[config.mk]
export PLATFORM = sky130hd
export DESIGN_NAME = pwm_pushpull
export DESIGN_NICKNAME = d
export VERILOG_FILES = /design/src/rtl/pwm_pp_pkg.sv /design/src/rtl/pwm_period_timer.sv /design/src/rtl/pwm_term_latch.sv /design/src/rtl/pwm_steer.sv /design/src/rtl/pwm_pushpull.sv
export SDC_FILE = /design/constraint.sdc
export NUM_CORES = 1
export LEC_CHECK = 0
export BUFFER_PORTS_ARGS = -buffer_cell sky130_fd_sc_hd__buf_4
export CORE_AREA = 2 2 49 42
export DETAILED_ROUTE_END_ITERATION = 10
export DIE_AREA = 0 0 51 44
export PLACE_DENSITY = 0.9
export SKIP_CTS_REPAIR_TIMING = 1
export SLEW_MARGIN = 20
export SYNTH_ARGS = -nofsm -noshare
export SYNTH_HDL_FRONTEND = slang
export SYNTH_SLANG_ARGS = --single-unit
[constraint.sdc]
create_clock -name clk -period 3.8 [get_ports clk]
set_input_delay 0 -clock clk [delete_from_list [all_inputs] [get_ports clk]]
set_output_delay 0 -clock clk [all_outputs]
set_load 0.005 [all_outputs]
[src/rtl/pwm_pp_pkg.sv]
package pwm_pp_pkg;
  typedef enum logic {
    LEG_A = 1'b0,
    LEG_B = 1'b1
  } leg_e;
endpackage

[src/rtl/pwm_period_timer.sv]
module pwm_period_timer #(
  parameter int PERIOD = 20,
  parameter int BLANK  = 2,
  parameter int CNT_W  = 8
) (
  input  logic             clk,
  input  logic             rst,
  input  logic             sync_in,
  output logic [CNT_W-1:0] cnt,
  output logic             blank,
  output logic             start
);
  localparam logic [CNT_W-1:0] LAST_C  = CNT_W'(PERIOD - 1);
  localparam logic [CNT_W-1:0] BLANK_C = CNT_W'(BLANK);

  logic [CNT_W-1:0] cnt_q;

  always_ff @(posedge clk) begin
    if (rst)                             cnt_q <= '0;
    else if (sync_in || cnt_q == LAST_C) cnt_q <= '0;
    else                                 cnt_q <= cnt_q + 1'b1;
  end

  assign cnt   = cnt_q;
  assign start = (cnt_q == '0);
  assign blank = (cnt_q < BLANK_C);

  assert_cnt_in_range_R1: assert property (@(posedge clk) disable iff (rst)
    cnt_q <= LAST_C);
  assert_wrap_R1: assert property (@(posedge clk) disable iff (rst)
    (cnt_q == LAST_C) |=> (cnt_q == '0));
  assert_sync_restart_R8: assert property (@(posedge clk) disable iff (rst)
    sync_in |=> (cnt_q == '0));
endmodule

[src/rtl/pwm_term_latch.sv]
module pwm_term_latch #(
  parameter int CNT_W = 8
) (
  input  logic             clk,
  input  logic             rst,
  input  logic             start,
  input  logic             blank,
  input  logic [CNT_W-1:0] cnt,
  input  logic [CNT_W-1:0] duty_thr,
  input  logic             shutdown,
  output logic             pulse_on
);
  logic [CNT_W-1:0] thr_q;
  logic             term_q;
  logic             reached;

  assign reached = !blank && (cnt >= thr_q);

  always_ff @(posedge clk) begin
    if (rst) begin
      term_q <= 1'b1;
      thr_q  <= '0;
    end else begin
      if (start) thr_q <= duty_thr;
      if (shutdown)     term_q <= 1'b1;
      else if (start)   term_q <= 1'b0;
      else if (reached) term_q <= 1'b1;
    end
  end

  assign pulse_on = !blank && !term_q && !reached && !shutdown;

  assert_hold_off_R4: assert property (@(posedge clk) disable iff (rst)
    (term_q && !start) |=> !pulse_on);
  assert_shutdown_latch_R5: assert property (@(posedge clk) disable iff (rst)
    shutdown |=> !pulse_on);
  assert_thr_stable_R10: assert property (@(posedge clk) disable iff (rst)
    !start |=> $stable(thr_q));
endmodule

[src/rtl/pwm_steer.sv]
module pwm_steer
  import pwm_pp_pkg::*;
#(
  parameter bit OFF_HIGH = 1'b0
) (
  input  logic clk,
  input  logic rst,
  input  logic start,
  input  logic pulse_on,
  output logic out_a,
  output logic out_b
);
  leg_e sel_q;

  always_ff @(posedge clk) begin
    if (rst)        sel_q <= LEG_B;
    else if (start) sel_q <= (sel_q == LEG_A) ? LEG_B : LEG_A;
  end

  assign out_a = (pulse_on && sel_q == LEG_A) ^ OFF_HIGH;
  assign out_b = (pulse_on && sel_q == LEG_B) ^ OFF_HIGH;

  assert_toggle_R6: assert property (@(posedge clk) disable iff (rst)
    start |=> (sel_q != $past(sel_q)));
endmodule

[src/rtl/pwm_pushpull.sv]
module pwm_pushpull #(
  parameter int PERIOD   = 20,
  parameter int BLANK    = 2,
  parameter int CNT_W    = 8,
  parameter bit OFF_HIGH = 1'b0
) (
  input  logic             clk,
  input  logic             rst,
  input  logic [CNT_W-1:0] duty_thr,
  input  logic             sync_in,
  input  logic             shutdown,
  output logic             out_a,
  output logic             out_b
);
  localparam logic OFF_LVL = OFF_HIGH;

  logic [CNT_W-1:0] cnt;
  logic             blank;
  logic             start;
  logic             pulse_on;

  pwm_period_timer #(.PERIOD(PERIOD), .BLANK(BLANK), .CNT_W(CNT_W)) u_timer (
    .clk(clk), .rst(rst), .sync_in(sync_in),
    .cnt(cnt), .blank(blank), .start(start)
  );

  pwm_term_latch #(.CNT_W(CNT_W)) u_latch (
    .clk(clk), .rst(rst), .start(start), .blank(blank), .cnt(cnt),
    .duty_thr(duty_thr), .shutdown(shutdown), .pulse_on(pulse_on)
  );

  pwm_steer #(.OFF_HIGH(OFF_HIGH)) u_steer (
    .clk(clk), .rst(rst), .start(start), .pulse_on(pulse_on),
    .out_a(out_a), .out_b(out_b)
  );

  assert_blank_off_R2: assert property (@(posedge clk) disable iff (rst)
    blank |-> (out_a == OFF_LVL && out_b == OFF_LVL));
  assert_not_both_on_R6: assert property (@(posedge clk) disable iff (rst)
    !(out_a != OFF_LVL && out_b != OFF_LVL));
endmodule

Word level (Yosys, flattened, before mapping)

Index checks and enable logic that the tools add are counted.

Bits in registers: 18
Output and inout bits: 2
Word-level logic and storage cells: 27

Add/subtract/negate cells: 1
$lt $le $gt $ge: 2
Equality and inequality tests: 1
Muxes and demuxes: 3
Bitwise gates (word level): 1
Reduce and logical (&&, ||, !) cells: 15

Operator list:

| kind                                                                          | count |
|---|---|
| 8-bit by 1-bit adder with 8-bit output (second input constant)                | 1 |
| 8-bit by 5-bit equality test with 1-bit output (second input constant)        | 1 |
| 8-bit greater-or-equal comparator                                             | 1 |
| 8-bit zero test                                                               | 1 |
| 8-bit by 2-bit less-than comparator with 1-bit output (second input constant) | 1 |
| 1-bit logical AND                                                             | 6 |
| 1-bit zero test                                                               | 4 |
| 2-bit OR reduction                                                            | 2 |
| 1-bit two-way mux                                                             | 3 |
| 2-bit nonzero test                                                            | 1 |
| 1-bit logical OR                                                              | 1 |
| 1-bit inverter                                                                | 1 |

Depth between registers and ports, before layout

Depth after elaboration: 7
Mapped depth: 6
Gate-level depth less buffers: 6

Hierarchy

Synthesis repeated with hierarchy kept, for this count alone.

Cells, all modules: 112
Area, all modules: 1,028.5 µm²

Modules (own cells, without submodules):

| module           | times used | cells each | area each (µm²) | seq. area each (µm²) |
|---|---|---|---|---|
| pwm_term_latch   | 1          | 58         | 541.8           | 180.2 |
| pwm_period_timer | 1          | 49         | 435.4           | 160.2 |
| pwm_steer        | 1          | 5          | 51.3            | 20.0 |

Least setup slack after synthesis

No wires, ideal clock.

Path kind: register -> output
Start: register u_timer.cnt_q[2], in the netlist u_timer.cnt[2]
End: output port out_a
Arrival: 1,402 ps
Setup slack: 2,398 ps
Stages on the path, launching flop included: 6
Buffers on the path: 0
Cells stage by stage: dfxtp_1 -> ha_1 -> nor3_1 -> nor2_1 -> o211a_1 -> nor4_1

Longest elaborated chain between the ends: 7

RTL lines:

| item                                                  | line                                       | text |
|---|---|---|
| from (decl)                                           | pwm_period_timer.sv:16                     | `logic [CNT_W-1:0] cnt_q;` |
| from (signal assigned)                                | pwm_period_timer.sv:21                     | `else cnt_q <= cnt_q + 1'b1;` |
| 8-bit by 2-bit less-than comparator with 1-bit output | pwm_period_timer.sv:26                     | `assign blank = (cnt_q < BLANK_C);` |
| 1-bit zero test                                       | pwm_term_latch.sv:17, pwm_term_latch.sv:31 |  |
| 1-bit logical AND                                     | pwm_term_latch.sv:17                       | `assign reached = !blank && (cnt >= thr_q);` |
| 1-bit zero test                                       | pwm_term_latch.sv:31                       | `assign pulse_on = !blank && !term_q && !reached && !shutdown;` |
| 1-bit logical AND (*) (2 in series)                   | pwm_term_latch.sv:31                       |  |
| 1-bit logical AND (*)                                 | pwm_steer.sv:20                            | `assign out_a = (pulse_on && sel_q == LEG_A) ^ OFF_HIGH;` |
| to (decl)                                             | pwm_pushpull.sv:12                         | `output logic out_a,` |

Mark *: on every way between the ends. The rest lies on a longest branch, timed or not.

Worst setup path in the final report

Start: register u_timer.cnt_q[4], in the netlist u_timer.cnt[4]
End: register u_latch.thr_q[5]

Longest elaborated chain between the ends: 1

RTL lines:

| item                 | line                   | text |
|---|---|---|
| 8-bit zero test      | pwm_period_timer.sv:25 | `assign start = (cnt_q == '0);` |
| to (signal assigned) | pwm_term_latch.sv:24   | `if (start) thr_q <= duty_thr;` |
| to (decl)            | pwm_term_latch.sv:13   | `logic [CNT_W-1:0] thr_q;` |

No other way between the ends.
A chain may end at the register's enable or synchronous reset.

==> key figures <==
Route
  • Sum of routed wire length over all layers: 2.15 mm
  • Drt drc: 0
  • Via density: 5.29
  • Number of nets with antenna violations after routing: 0
  • DR vias: 862
  • Wirelength per Cell: 13.2 um
  • DRC marker count from the first detailed-route iteration: 15
  • Pre-Repair DR Iteration Count: 4

Timing
  • Max-slew violation total from the final report: 0
  • RSZ-0062 raised after global routing: no
  • Slew of the pin with the lowest slew margin: 0.593 ns
  • Worst Skew: 0.000439 ns
  • Fin crit share: 60.5%
  • Relative max-transition margin: 60.4%
  • Setup TNS: 0 ns
  • Count of final setup violators: 0
  • Top achievable clock speed: 435 MHz
  • Final critical delay including setup and external delays: 2.30 ns
  • Final number of hold-violating endpoints: 0

Setup path
  • Worst setup startpoint: u_timer.cnt[4]
  • R2R cell count: 5
  • Required time reported for the critical path endpoint: 3.98 ns
  • Reg-to-reg critical path endpoint: u_latch.thr_q[5]
  • Critical Path Sink Type: flop
  • Start-to-end type of the worst setup path: flop to flop
  • Crit-path max FO: 9
  • Reg-to-reg critical path startpoint: u_timer.cnt[4]
  • Startpoint kind of the worst setup timing path: flop
  • Data arrival at the endpoint of the critical path: 2.48 ns
  • Worst setup path end: u_latch.thr_q[5]
  • Setup slack on the worst flop-to-flop path: 1.50 ns

Power
  • Reported leakage power: 0.575 nW
  • PwrDens: 292 mW/mm^2
  • Power, Total: 0.372 mW
  • Worst-case vdd ir drop: 0.000257 V

Hold path
  • Worst hold-check path type: primary input to flop

Floorplan
  • Starting density of the core: 54.5%
  • Total I/O pin count: 14
  • Vertical die dimension: 44 um
  • Die outline area: 0.00224 mm^2
  • Placeable core region: 0.00177 mm^2
  • Width of the die: 51 um
  • Row cnt: 14

Clock network
  • CTS H-tree lvls: 1
  • Post-CTS clock slew at the launch and capture registers of the worst setup and hold paths: 0.10 ns
  • Master cell of the clock root buffer: clkbuf_4
  • Number of buffers between clock root and the deepest sink: 2
  • CTS sink cnt: 18
  • Number of clock buffers inserted by TritonCTS: 3
  • TritonCTS clock tree: yes
  • Clock latency at the later pin of the worst-skew pair: 0.29 ns

Synth
  • Synth warnings: 0
  • Mean post-synth cell area: 8.93 um^2
  • Synthesis-stage register bit count: 18
  • Distinct cell type count of the synthesized netlist: 27
  • Netlist area before placement: 965 um^2
  • Number of instances in the synthesized netlist: 108
  • Proportion of synthesized chip area in sequential cells: 37.4%
  • Net count of the mapped netlist: 130

Flow run
  • Number of maximum-capacitance constraint violations: 0

Placed design
  • HPWL after detailed placement: 1.36 mm
  • PortBufs: 13
  • Routability-driven placement congestion ratio: 0.869

Global route
  • GRT Residual Overflow: 0
  • Number of antenna violations at the first check in global routing: 0
  • Vias in the first global route: 699
  • Largest net degree at the start of global routing: 12
  • Total global routing track utilization: 17.9%
  • Wire length of the first global-routing pass: 2.95 mm

Cells and area
  • Area growth from synthesis to final layout: 32.0%
  • Layout net count: 163
  • Antenna fix cells: 0
  • Layout cell share with drive strength beyond 1: 12.9%

Run status
  • Run status: complete, no violations
worst max-delay path, stage by stage (launching register included):
cell and delay (ns):
dfxtp_1 0.40, nor4_4 0.33, nand3_1 0.49, mux2i_1 0.32, nor2_1 0.08, dlygate4sd3_1 0.58
cell usage in the layout, fill, tap and decap left out, types with 3 or more instances in the layout:
master and instances:
xor2_1 5, nor2_1 20, ha_1 10, dlygate4sd3_1 17, mux2i_1 8, o21ai_0 4
clkbuf_4 3, nand3_1 3, buf_4 13, nor4_1 3, nand2_1 3, dfxtp_1 18
inv_1 12
sequential cells by signal (all words and copies together) (netlist names):
| register | flops |
|---|---|
| u_steer.sel_q | 1 |
| u_latch.term_q | 1 |
| u_latch.thr_q | 8 |
| u_timer.cnt | 8 |
stage by stage:
stage	cells	area, um^2	hold WS (ns)	setup WS (ns)	util [%]
after CTS	146	1100	-0.0944	1.83	62.4
after global placement	143	1080	0.212	2.18	61.1
final	163	1270	0.0491	1.50	72.0
after global routing	163	1270	0.0543	1.37	72.0
after floorplan	108	965	0.103	2.40	-
after detailed placement	143	1080	0.212	2.13	61.1
layer usage:
metal,part of all wire (%),up-vias,track usage [%]
met5,0,-,0
met4,1.3,0,4.86
met3,5.2,4,6.21
met2,51,27,29.1
met1,42,399,22.7
li1,-,432,-
worst min-delay path by stage:
stage	depth (start not counted)	end	slack [ns]	startpoint
floorplan	2	u_latch.term_q	0.10	shutdown
global placement	3	u_latch.term_q	0.21	shutdown
detailed placement	3	u_latch.term_q	0.21	shutdown
CTS	3	u_latch.term_q	-0.09	shutdown
global route	3	u_timer.cnt[1]	0.05	sync_in
finish	3	u_timer.cnt[1]	0.05	sync_in
area by class of cell:
type | count | area (um^2)
Tap cell | 24 | 30.0
Clock buffer | 3 | 22.5
Multi-Input combinational cell | 76 | 548
Inverter | 12 | 45.0
Fill cell | 133 | 495
Timing Repair Buffer | 30 | 268
Sequential cell | 18 | 360
Yosys cell counts:
master | number | area [um^2]
nor4b_1 | 1 | 8.76
a31o_1 | 1 | 8.76
buf_4 | 1 | 7.51
nand4_1 | 2 | 12.5
o211a_1 | 1 | 10.0
nand2b_1 | 1 | 6.26
nor4_1 | 3 | 18.8
nor3_1 | 2 | 10.0
o21ai_0 | 4 | 20.0
clkbuf_1 | 1 | 3.75
o21ai_1 | 1 | 5.00
xnor2_1 | 2 | 17.5
and3_1 | 2 | 12.5
nor2_1 | 20 | 75.1
mux2i_1 | 8 | 80.1
nor4_4 | 1 | 21.3
a311o_2 | 1 | 11.3
nand2_1 | 3 | 11.3
ha_1 | 10 | 125
o211ai_1 | 1 | 7.51
xor2_1 | 5 | 43.8
nand3_1 | 3 | 15.0
and2_1 | 1 | 6.26
a211oi_1 | 2 | 15.0
inv_1 | 12 | 45.0
dfxtp_1 | 18 | 360
nor2b_1 | 1 | 6.26
report_power, final:
group	switching [mW]	leakage, nW	internal, mW	total, mW
logic	0.0311	0.414	0.0411	0.0723
clock network	0.0576	0.0138	0.0369	0.0945
registers	0.00639	0.148	0.198	0.205
kinds of logic (layout without fill, tap and decap cells):
family                   after synthesis  in the layout  share of synthesized area (%)
XOR/XNOR                               7              7                           6.36
multiplexers                           8              8                           8.30
AND/OR/NAND/NOR                       40             40                           21.1
flip-flops                            18             18                           37.4
adder cells (fa/ha/maj)               10             10                           13.0
buffers and inverters                 14             45                           5.84
AO/OA/AOI/OAI                         11             11                           8.04
Power figures use the tool's default switching activity.
